$ cat src/rtl/mcd_pkg.sv
package mcd_pkg;

  typedef enum logic [1:0] {
    DIV_QUAD   = 2'b00,
    DIV_DOUBLE = 2'b01,
    DIV_ONE    = 2'b10,
    DIV_SLOW   = 2'b11
  } divSel_e;

  localparam int MULT_W = 3;

  // Strobes passed from control to datapath
  typedef struct packed {
    logic              slowRun;
    logic              cntClear;
    logic [MULT_W-1:0] fastMult;
  } dpStrobe_t;

endpackage

$ cat src/rtl/mcd_ctrl.sv
module mcd_ctrl
  import mcd_pkg::*;
#(
  parameter int                 NUM_INT      = 6,
  parameter int                 NUM_SER      = 2,
  parameter logic [NUM_INT-1:0] INT_ACT_HIGH = 6'b010100
) (
  input  logic               clk,
  input  logic               rstN,
  input  logic               wrEn,
  input  logic [1:0]         wrDivSel,
  input  logic               wrSwbEn,
  input  logic [NUM_INT-1:0] intPin,
  input  logic [NUM_INT-1:0] intEn,
  input  logic [NUM_INT-1:0] intAllowed,
  input  logic [NUM_SER-1:0] rxPin,
  input  logic [NUM_SER-1:0] rxEn,
  input  logic [NUM_SER-1:0] txBusy,
  input  logic [NUM_SER-1:0] rxBusy,
  output divSel_e            divSel,
  output logic               swbEn,
  output dpStrobe_t          strobe
);

  logic [NUM_INT-1:0] intActive;
  logic [NUM_SER-1:0] rxPrev;
  logic [NUM_SER-1:0] rxFall;
  logic               intHit;
  logic               serBusy;
  logic               trigger;
  logic               slowNow;
  logic               swBack;
  divSel_e            divReg;
  divSel_e            divNext;
  logic               swbReg;
  logic               swbNext;

  // Active level per pin is chosen by parameter
  generate
    for (genvar g = 0; g < NUM_INT; g++) begin : g_intLevel
      if (INT_ACT_HIGH[g]) begin : g_high
        assign intActive[g] = intPin[g];
      end else begin : g_low
        assign intActive[g] = ~intPin[g];
      end
    end
  endgenerate

  // Falling-edge detect on each receive pin, idle level high
  always_ff @(posedge clk or negedge rstN) begin
    if (!rstN) rxPrev <= '1;
    else       rxPrev <= rxPin;
  end

  assign rxFall  = rxPrev & ~rxPin & rxEn;
  assign intHit  = |(intActive & intEn & intAllowed);
  assign serBusy = (|txBusy) | (|rxBusy);
  assign trigger = intHit | (|rxFall) | (|txBusy);
  assign slowNow = (divReg == DIV_SLOW);
  assign swBack  = slowNow & swbReg & trigger;

  always_comb begin
    divNext = divReg;
    if (swBack) begin
      divNext = DIV_ONE;
    end else if (wrEn) begin
      if ((divSel_e'(wrDivSel) == DIV_SLOW) && serBusy) divNext = DIV_ONE;
      else                                              divNext = divSel_e'(wrDivSel);
    end
  end

  assign swbNext = wrEn ? wrSwbEn : swbReg;

  always_ff @(posedge clk or negedge rstN) begin
    if (!rstN) begin
      divReg <= DIV_ONE;
      swbReg <= 1'b0;
    end else begin
      divReg <= divNext;
      swbReg <= swbNext;
    end
  end

  always_comb begin
    strobe.slowRun  = slowNow;
    strobe.cntClear = swBack | (divNext != divReg);
    unique case (divReg)
      DIV_QUAD:   strobe.fastMult = MULT_W'(4);
      DIV_DOUBLE: strobe.fastMult = MULT_W'(2);
      DIV_ONE:    strobe.fastMult = MULT_W'(1);
      default:    strobe.fastMult = MULT_W'(0);
    endcase
  end

  assign divSel = divReg;
  assign swbEn  = swbReg;

endmodule

$ cat src/rtl/mcd_datapath.sv
module mcd_datapath
  import mcd_pkg::*;
#(
  parameter int SLOW_RATIO = 1024,
  localparam int CNT_W     = $clog2(SLOW_RATIO)
) (
  input  logic              clk,
  input  logic              rstN,
  input  dpStrobe_t         strobe,
  output logic              mcEn,
  output logic [MULT_W-1:0] mcCount
);

  logic [CNT_W-1:0] slowCnt;
  logic             slowPulse;

  assign slowPulse = (slowCnt == CNT_W'(SLOW_RATIO - 1));

  always_ff @(posedge clk or negedge rstN) begin
    if (!rstN)                              slowCnt <= '0;
    else if (!strobe.slowRun || strobe.cntClear) slowCnt <= '0;
    else if (slowPulse)                     slowCnt <= '0;
    else                                    slowCnt <= slowCnt + 1'b1;
  end

  assign mcEn    = strobe.slowRun ? slowPulse : 1'b1;
  assign mcCount = strobe.slowRun ? {{(MULT_W-1){1'b0}}, slowPulse} : strobe.fastMult;

endmodule

$ cat src/rtl/mcd_top.sv
module mcd_top
  import mcd_pkg::*;
#(
  parameter int                 NUM_INT      = 6,
  parameter int                 NUM_SER      = 2,
  parameter logic [NUM_INT-1:0] INT_ACT_HIGH = 6'b010100,
  parameter int                 SLOW_RATIO   = 1024
) (
  input  logic               clk,
  input  logic               rstN,
  input  logic               wrEn,
  input  logic [1:0]         wrDivSel,
  input  logic               wrSwbEn,
  input  logic [NUM_INT-1:0] intPin,
  input  logic [NUM_INT-1:0] intEn,
  input  logic [NUM_INT-1:0] intAllowed,
  input  logic [NUM_SER-1:0] rxPin,
  input  logic [NUM_SER-1:0] rxEn,
  input  logic [NUM_SER-1:0] txBusy,
  input  logic [NUM_SER-1:0] rxBusy,
  output logic [1:0]         divSel,
  output logic               swbEn,
  output logic               mcEn,
  output logic [2:0]         mcCount
);

  dpStrobe_t strobe;
  divSel_e   divSelInt;

  mcd_ctrl #(
    .NUM_INT     (NUM_INT),
    .NUM_SER     (NUM_SER),
    .INT_ACT_HIGH(INT_ACT_HIGH)
  ) ctrl_i (
    .clk       (clk),
    .rstN      (rstN),
    .wrEn      (wrEn),
    .wrDivSel  (wrDivSel),
    .wrSwbEn   (wrSwbEn),
    .intPin    (intPin),
    .intEn     (intEn),
    .intAllowed(intAllowed),
    .rxPin     (rxPin),
    .rxEn      (rxEn),
    .txBusy    (txBusy),
    .rxBusy    (rxBusy),
    .divSel    (divSelInt),
    .swbEn     (swbEn),
    .strobe    (strobe)
  );

  mcd_datapath #(
    .SLOW_RATIO(SLOW_RATIO)
  ) dp_i (
    .clk    (clk),
    .rstN   (rstN),
    .strobe (strobe),
    .mcEn   (mcEn),
    .mcCount(mcCount)
  );

  assign divSel = divSelInt;

endmodule

$ cat config.mk
export PLATFORM = sky130hd
export DESIGN_NAME = mcd_top
export DESIGN_NICKNAME = d
export VERILOG_FILES = /design/src/rtl/mcd_pkg.sv /design/src/rtl/mcd_ctrl.sv /design/src/rtl/mcd_datapath.sv /design/src/rtl/mcd_top.sv
export SDC_FILE = /design/constraint.sdc
export NUM_CORES = 1
export LEC_CHECK = 0
export BUFFER_PORTS_ARGS = -buffer_cell sky130_fd_sc_hd__buf_2
export CAP_MARGIN = 40
export CORE_MARGIN = 10
export CORE_UTILIZATION = 45
export DETAILED_ROUTE_END_ITERATION = 16
export PLACE_DENSITY = 0.77
export SLEW_MARGIN = 30
export SYNTH_ARGS = -nofsm -noshare
export SYNTH_HDL_FRONTEND = slang
export SYNTH_HIERARCHICAL = 1
export SYNTH_SLANG_ARGS = --single-unit
$ cat constraint.sdc
create_clock -name clk -period 2.3 [get_ports clk]
set_input_delay 0.345 -clock clk [delete_from_list [all_inputs] [get_ports clk]]
set_output_delay 0.345 -clock clk [all_outputs]
set_load 0.01 [all_outputs]
Yosys cells after proc, flatten, opt, wreduce, memory -nomap -nowiden
Index checks and enable logic that the tools add are counted.
{ "totals": {"register_bits": 15, "input_bits": 32, "wordCells": 42, "output_inout_bits": 7} }
{ "classes": {"eq_ne": 6, "n_bitwise": 15, "reduce_logical": 8, "addsub": 1, "n_mux": 8} }
{ "ops": {"columns": ["op", "n"], "rows": [
  ["10-bit two-way mux", 2],
  ["6-bit AND", 2],
  ["10-bit by 1-bit adder with 10-bit output (second input constant)", 1],
  ["10-bit equality test (second input constant)", 1],
  ["3-bit one-hot mux with 3 select lines", 1],
  ["2-bit equality test (second input constant)", 3],
  ["2-bit two-way mux", 3],
  ["2-bit OR reduction", 3],
  ["6-bit OR reduction", 1],
  ["2-bit AND", 2],
  ["1-bit inverter", 4],
  ["1-bit bitwise OR", 4],
  ["3-bit two-way mux", 1],
  ["1-bit AND", 2],
  ["2-bit by 1-bit equality test with 1-bit output (second input constant)", 1],
  ["2-bit logical NOT", 1],
  ["2-bit != test", 1],
  ["2-bit inverter", 1],
  ["1-bit logical AND", 1],
  ["1-bit logical NOT", 1],
  ["1-bit logical OR", 1],
  ["1-bit two-way mux", 1]
]} }

Logic depth before layout (Yosys ltp)
Gate-level depths: netlist of the first run.
{ "logic_depth": {"ltp_word": 12, "depth_mapped": 7, "depth_no_buf": 7} }

Modules after synthesis
The synthesis of the first run kept the hierarchy.
{ "modules_own_cells": {"columns": ["mod", "area_each_um2", "cells_each", "instances"], "rows": [
  ["mcd_datapath", 491.7, 51, 1],
  ["mcd_ctrl", 354.1, 38, 1]
]} }

Least setup slack after synthesis of the first run
No wires, ideal clock.
{ "synth_timing": {"path_kind": "input-to-reg", "from": "in txBusy[1]", "to": "reg dp_i.slowCnt[3]", "cell_stages": 7, "path_buffers": 0, "setup_ns": 0.122, "t_arrival_ns": 1.804, "required_time_ns": 2.178, "path_slack_ns": 0.374, "path_cell_list": "or4_4 nor3_2 and4b_1 o31ai_2 nand2b_1 nand2b_1 nor2_1"} }
{ "synth_rtl": {"columns": ["element", "line", "rtl"], "rows": [
  ["from (decl)", "mcd_top.sv:19", "input logic [NUM_SER-1:0] txBusy,"],
  ["to (signal assigned)", "mcd_datapath.sv:23", "else slowCnt <= slowCnt + 1'b1;"],
  ["to (decl)", "mcd_datapath.sv:14", "logic [CNT_W-1:0] slowCnt;"]
]} }

Worst setup path in the final report of the first run
{ "layout_timing": {"from": "reg dp_i.slowCnt[0]", "to": "out mcCount[0]"} }
{ "layout_via": {"elab_chain_cells": 2} }
{ "layout_lines": {"columns": ["element", "line", "rtl"], "rows": [
  ["10-bit equality test", "mcd_datapath.sv:17", "assign slowPulse = (slowCnt == CNT_W'(SLOW_RATIO - 1));"],
  ["3-bit two-way mux", "mcd_datapath.sv:27", "assign mcCount = strobe.slowRun ? {{(MULT_W-1){1'b0}}, slowPulse} : strobe.fastMult;"],
  ["to (decl)", "mcd_top.sv:24", "output logic [2:0] mcCount"]
]} }
Every way passes these cells.

==> results of run 1 <==
==> power groups by stage <==
stage	sequential (mW)	clock, mW	combinational, mW
2_1_floorplan	0.295	0	0.0545
3_3_place_gp	0.294	0	0.112
3_5_place_dp	0.295	0	0.116
4_1_cts	0.290	0.156	0.118
5_1_grt	0.293	0.170	0.129
6_report	0.289	0.155	0.116
==> state kept, by name, indices dropped and copies added, names as in the netlist <==
name           flops
ctrl_i/swbEn       1
ctrl_i/rxPrev      2
dp_i/slowCnt      10
ctrl_i/divSel      2
==> metrics by stage <==
stage | util | hold WS (ps) | area [um2] | total power, mW | worst slack, ps
3_5_place_dp | 0.6086 | 259.4 | 1062 | 0.4112 | 226.4
4_1_cts | 0.6315 | 153.5 | 1102 | 0.5643 | 352.7
6_report | 0.6315 | 156.5 | 1102 | 0.5608 | 373.2
2_1_floorplan | - | 49.41 | 845.8 | 0.3499 | 373.5
3_3_place_gp | 0.6086 | 259.1 | 1062 | 0.4059 | 282.2
5_1_grt | 0.6315 | 139.6 | 1102 | 0.5921 | 245.5
==> cell usage in the layout, fill, tap and decap left out, types with 2 or more instances in the layout <==
cell | netlist | layout
and3_2 | 2 | 2
buf_2 | 1 | 38
clkbuf_4 | 0 | 3
dfrtp_1 | 12 | 12
dfstp_2 | 3 | 3
inv_1 | 4 | 4
mux2i_1 | 3 | 3
nand2_1 | 8 | 8
nand2b_1 | 2 | 2
nand3_1 | 6 | 6
nand3b_1 | 3 | 3
nor2_1 | 11 | 11
nor2b_1 | 4 | 4
o21ai_0 | 3 | 3
xnor2_1 | 2 | 2
xor2_1 | 6 | 6
==> metal layers <==
layer / up-vias / global-route usage
li1: 394 / -
met3: 4 / 0.05477
met2: 34 / 0.1734
met5: - / 0
met1: 364 / 0.1127
met4: 0 / 0.04918
==> cell usage after synthesis (3+ instances only) <==
cell type   n
dfrtp_1    12
dfstp_2     3
inv_1       4
mux2i_1     3
nand2_1     8
nand3_1     6
nand3b_1    3
nor2_1     11
nor2b_1     4
o21ai_0     3
xor2_1      6
==> final cells by class <==
class                   instances  area (um2)
clock inverters                 1       7.507
repair buffers                 40       207.7
fillers                       151       643.1
flip-flops and latches         15       379.1
clock buffers                   3       22.52
inverters                       4       15.01
well taps                      25       31.28
multi-input cells              68       439.2
==> cell families after synthesis <==
logic type / after synthesis / share of synthesized area
xor gates and xnor gates: 8 / 0.08284
adders and majority gates: 1 / 0.01479
AOI/OAI and AO/OA: 9 / 0.07249
and+or+nand+nor: 46 / 0.3003
DFF: 15 / 0.4482
buffers and inverters: 6 / 0.03254
muxes: 4 / 0.04882
==> worst max-delay path by stage <==
stage | start | to | slack, ps | depth (start not counted)
5_1_grt | ctrl_i/rxPrev[0] | dp_i/slowCnt[3] | 250 | 7
4_1_cts | dp_i/slowCnt[0] | mcCount[0] | 350 | 5
2_1_floorplan | txBusy[1] | dp_i/slowCnt[3] | 370 | 7
6_report | dp_i/slowCnt[0] | mcCount[0] | 370 | 5
3_3_place_gp | txBusy[1] | dp_i/slowCnt[3] | 280 | 8
3_5_place_dp | txBusy[1] | dp_i/slowCnt[7] | 230 | 8
==> summary.txt, run 1 <==
Outcome: finished clean
Gate power share: 0.207
DRT met1 WL: 832 um
DRC viols: 0
Initial antenna violation count: 0
Core ar.: 1745 um2
Switch share: 0.2824
WL per Instance: 13.23 um
Flop pwr share: 0.516
Final #Nets: 165
Crit. End Element: output pin
Slew @ Worst Pin: 692.2 ps
Total GRT Usage: 0.1070
R2R Setup Slk: 420 ps
Number of port buffers: 38
First-pass GRT wire length: 3.594 mm
I/O pin cnt: 39
Static leakage: 0.5333 nW
Worst vdd ir: 389.9 uV
Core Rows: 15
Die H: 63.36 um
Clk sinks: 15
Max incr delay on CP: 400 ps
Placed Cells: 151
P_int: 0.4024 mW
Die Area: 4014 um2
Buf+Inv Stages, Crit Path: 1
Final setup violating endpoints: 0
Async S/R FF share, synth: 1.000
Worst min path class: in -> reg
Final WL: 2.064 mm
Largest net degree at the start of global routing: 16
Setup TNS Final: 0 ps
Worst Hold End: ctrl_i/rxPrev[1]
Count of cell types in the netlist: 34
CP max FO: 5
CP max-delay cell: dfrtp_1
Drt via density: 5.103
# resized after CTS: 0
Hold bufs inserted after CTS: 1
ANT nets after route: 0
CTS buffer count: 3
Area delta synth->final: 30.33%
Post-Layout Cell Count: 156
R2R depth: 7
Final Max Tran Viols: 0
First drt pass iteration count: 4
Clock transition at path regs: 100 ps
Max Cap Viol: 0
Startpoint class of the critical path: flop
Hold_sp: rxPin[1]
Die width: 63.36 um
Worst-path cell chain: ha_1 > and3_2 > nand3_1 > mux2i_1 > buf_2
GR Overflow Total: 0
Layout cell share with drive strength beyond 1: 0.4046
H-Tree Depth: 1
CP required: 1960 ps
Register bit total from synthesis: 15
Final HPWL from detailed placement: 1.838 mm
Crit-path leading delay family: flip-flops
Worst EP arrival: 1580 ps
Synth warn: 6
Ys flop type: dfrtp_1
Minimum clock period: 1927 ps
Switching power: 0.1584 mW
Fin. Hold Viols: 0
Vias in the first global route: 884
Mapped Avg Cell Area: 9.503 um2
Clock power frac: 0.277
Clk_skew: 8.381 ps
Met2 wire len: 991 um
Post-CTS Setup Bufs: 0
Synth Cell Area: 845.8 um2
Post-Synthesis Net Count: 122
Detailed Route Iter0 Violations: 15
RSZ-0062 raised after global routing: no
Root buf cell: clkbuf_4
Fmax: 519.0 MHz
Hold depth: 1
CTS tree: done
Slew margin rel.: 0.5327
Fin crit share: 0.8377
Max Used Layer: met4
EDFF count, synth: 0
Worst-case clock buffer depth: 2
Crit Reg-Reg Endpoint: dp_i/slowCnt[7]
Ant. Diodes: 0
Wire length on met3: 191 um
Placer Congestion: 0.7524
Cells after Synth: 89
Synth top area share: 0.3550
Area leader, netlist: dfrtp_1
Cell Pwr Density: 508.8 nW/um2
Clk_lat worst skew: 290 ps
Via Count: 796
R2r startpoint: ctrl_i/rxPrev[0]
Crit path kind: reg -> out
Largest cells by area after synthesis: dfrtp_1, dfstp_2, xor2_1
Initial core utilization: 0.4846
Seq/Total Area, Yosys: 0.4482
Power figures use the tool's default switching activity.
==> inputs of run 2 (changes only) <==
==> constraint.sdc (replaced) <==
create_clock -name clk -period 2 [get_ports clk]
set_input_delay 0.3 -clock clk [delete_from_list [all_inputs] [get_ports clk]]
set_output_delay 0.3 -clock clk [all_outputs]
set_load 0.01 [all_outputs]
==> summary.txt, run 2 (same netlist as run 1, synthesis figures left out) <==
H-Tree Depth: 1
Final WL: 1.974 mm
Worst min path class: in -> reg
Die Area: 4014 um2
Final #Nets: 166
WL per Instance: 12.57 um
Total GRT Usage: 0.09857
Footprint of the multi-input gates: 439.2 um2
Initial antenna violation count: 0
Number of port buffers: 38
Post-CTS Setup Bufs: 0
Clock transition at path regs: 80 ps
Final setup violating endpoints: 0
Fin crit share: 0.9255
RSZ-0062 raised after global routing: no
Slew @ Worst Pin: 323.4 ps
Layout cell share with drive strength beyond 1: 0.4015
Crit. End Element: output pin
Fin. Hold Viols: 0
Worst-case clock buffer depth: 2
Clk_lat worst skew: 270 ps
Max incr delay on CP: 390 ps
Post-layout util: 0.6337
Final HPWL from detailed placement: 1.715 mm
Worst EP arrival: 1550 ps
Setup TNS Final: 0 ps
Cell Pwr Density: 570.2 nW/um2
Drt via density: 4.949
Clk_skew: 1.867 ps
Largest net degree at the start of global routing: 16
Clk sinks: 15
CP max FO: 5
Detailed Route Iter0 Violations: 6
Final Max Tran Viols: 0
Most common cell after layout, fill and taps aside: buf_2
Fill cells: 148
Vias in the first global route: 831
CP required: 1700 ps
Max Cap Viol: 0
I/O pin cnt: 39
Worst vdd ir: 398.1 uV
# resized after CTS: 0
Root buf cell: clkbuf_4
Pwr Total: 0.6306 mW
DRC viols: 0
Die H: 63.36 um
Fmax: 540.2 MHz
Area delta synth->final: 30.77%
CTS buffer count: 3
First drt pass iteration count: 4
Max FFs per register: 10
Die width: 63.36 um
Core Rows: 15
Minimum clock period: 1851 ps
Biggest register: dp_i/slowCnt
CTS tree: done
CP max-delay cell: dfrtp_1
First-pass GRT wire length: 3.360 mm
Outcome: finished clean
Crit path kind: reg -> out
GR Overflow Total: 0
Design area: 1106 um2
Startpoint class of the critical path: flop
Initial core utilization: 0.4846
Ant. Diodes: 0
Via Count: 777
ANT nets after route: 0
Placer Congestion: 0.7616
Static leakage: 0.5386 nW
Placed cell areas: 1070 um2
Core ar.: 1745 um2
Worst-path cell chain: ha_1 > and3_2 > nand3_1 > mux2i_1 > buf_2
Register area: 379.1 um2
Most frequent cells in the layout: buf_2, dfrtp_1, nor2_1
Slew margin rel.: 0.7817
[run 2: changes by cell type in the layout (fill, tap and decap cells not counted), sizes merged]
cell      change
buf           +1
clkbuf        +1
clkinvlp      -1
[run 2: metrics by stage]
stage,setup WS (ps),hold slack [ps],cells
floorplan,118.5,4.409,89
global placement,40.13,210.5,152
detailed placement,-61.87,213.4,152
CTS,134.6,112.6,157
global route,30.78,111.8,157
finish,149.0,122.8,157
[run 2: power breakdown]
| part | leakage (nW) | switching, mW | internal, mW |
|---|---|---|---|
| Combinational | 0.328 | 0.0637 | 0.0699 |
| Clock | 0.0150 | 0.0871 | 0.0772 |
| Sequential | 0.195 | 0.0143 | 0.318 |
| Total | 0.539 | 0.165 | 0.465 |
[run 2: routing by layer]
metal,track usage,up-vias,wire length (um)
met1,0.1131,352,885
met4,0.03279,0,12
li1,-,392,-
met5,0,-,0
met3,0.04064,2,145
met2,0.1608,31,930
[run 2: final timing paths]
kind                       slack, ps  cells after the start             start          endpoint
max in group asynchronous       1280                      2              rstN  ctrl_i/divSel[1]
min in group asynchronous        430                      2              rstN   dp_i/slowCnt[8]
hold / removal                   120                      1          rxPin[1]  ctrl_i/rxPrev[1]
setup reg to reg                 250                      7  ctrl_i/divSel[1]   dp_i/slowCnt[7]
setup / recovery                 150                      5   dp_i/slowCnt[0]        mcCount[0]
hold reg to reg                  480                      1   dp_i/slowCnt[0]   dp_i/slowCnt[0]
[run 2: area by class of cell]
class / count / share of cell area
Timing Repair Buffer: 41 / 0.1946
Tap cell: 25 / 0.02828
Sequential cell: 15 / 0.3428
Multi-Input combinational cell: 68 / 0.3971
Clock buffer: 4 / 0.02376
Inverter: 4 / 0.01357
[run 2: what timing repair did]
action / CTS / global route
endpoints found under the setup margin: 0 / 0
hold endpoints to repair: 12 / 0
hold buffers: 1 / 0
[run 2: critical path, delay by kind of cell, from the launching register on]
kind                       cells  cell delay, ps
muxes                          1             150
buffers and inverters          1             150
adders and majority gates      1             200
DFF                            1             390
and+or+nand+nor                2             400
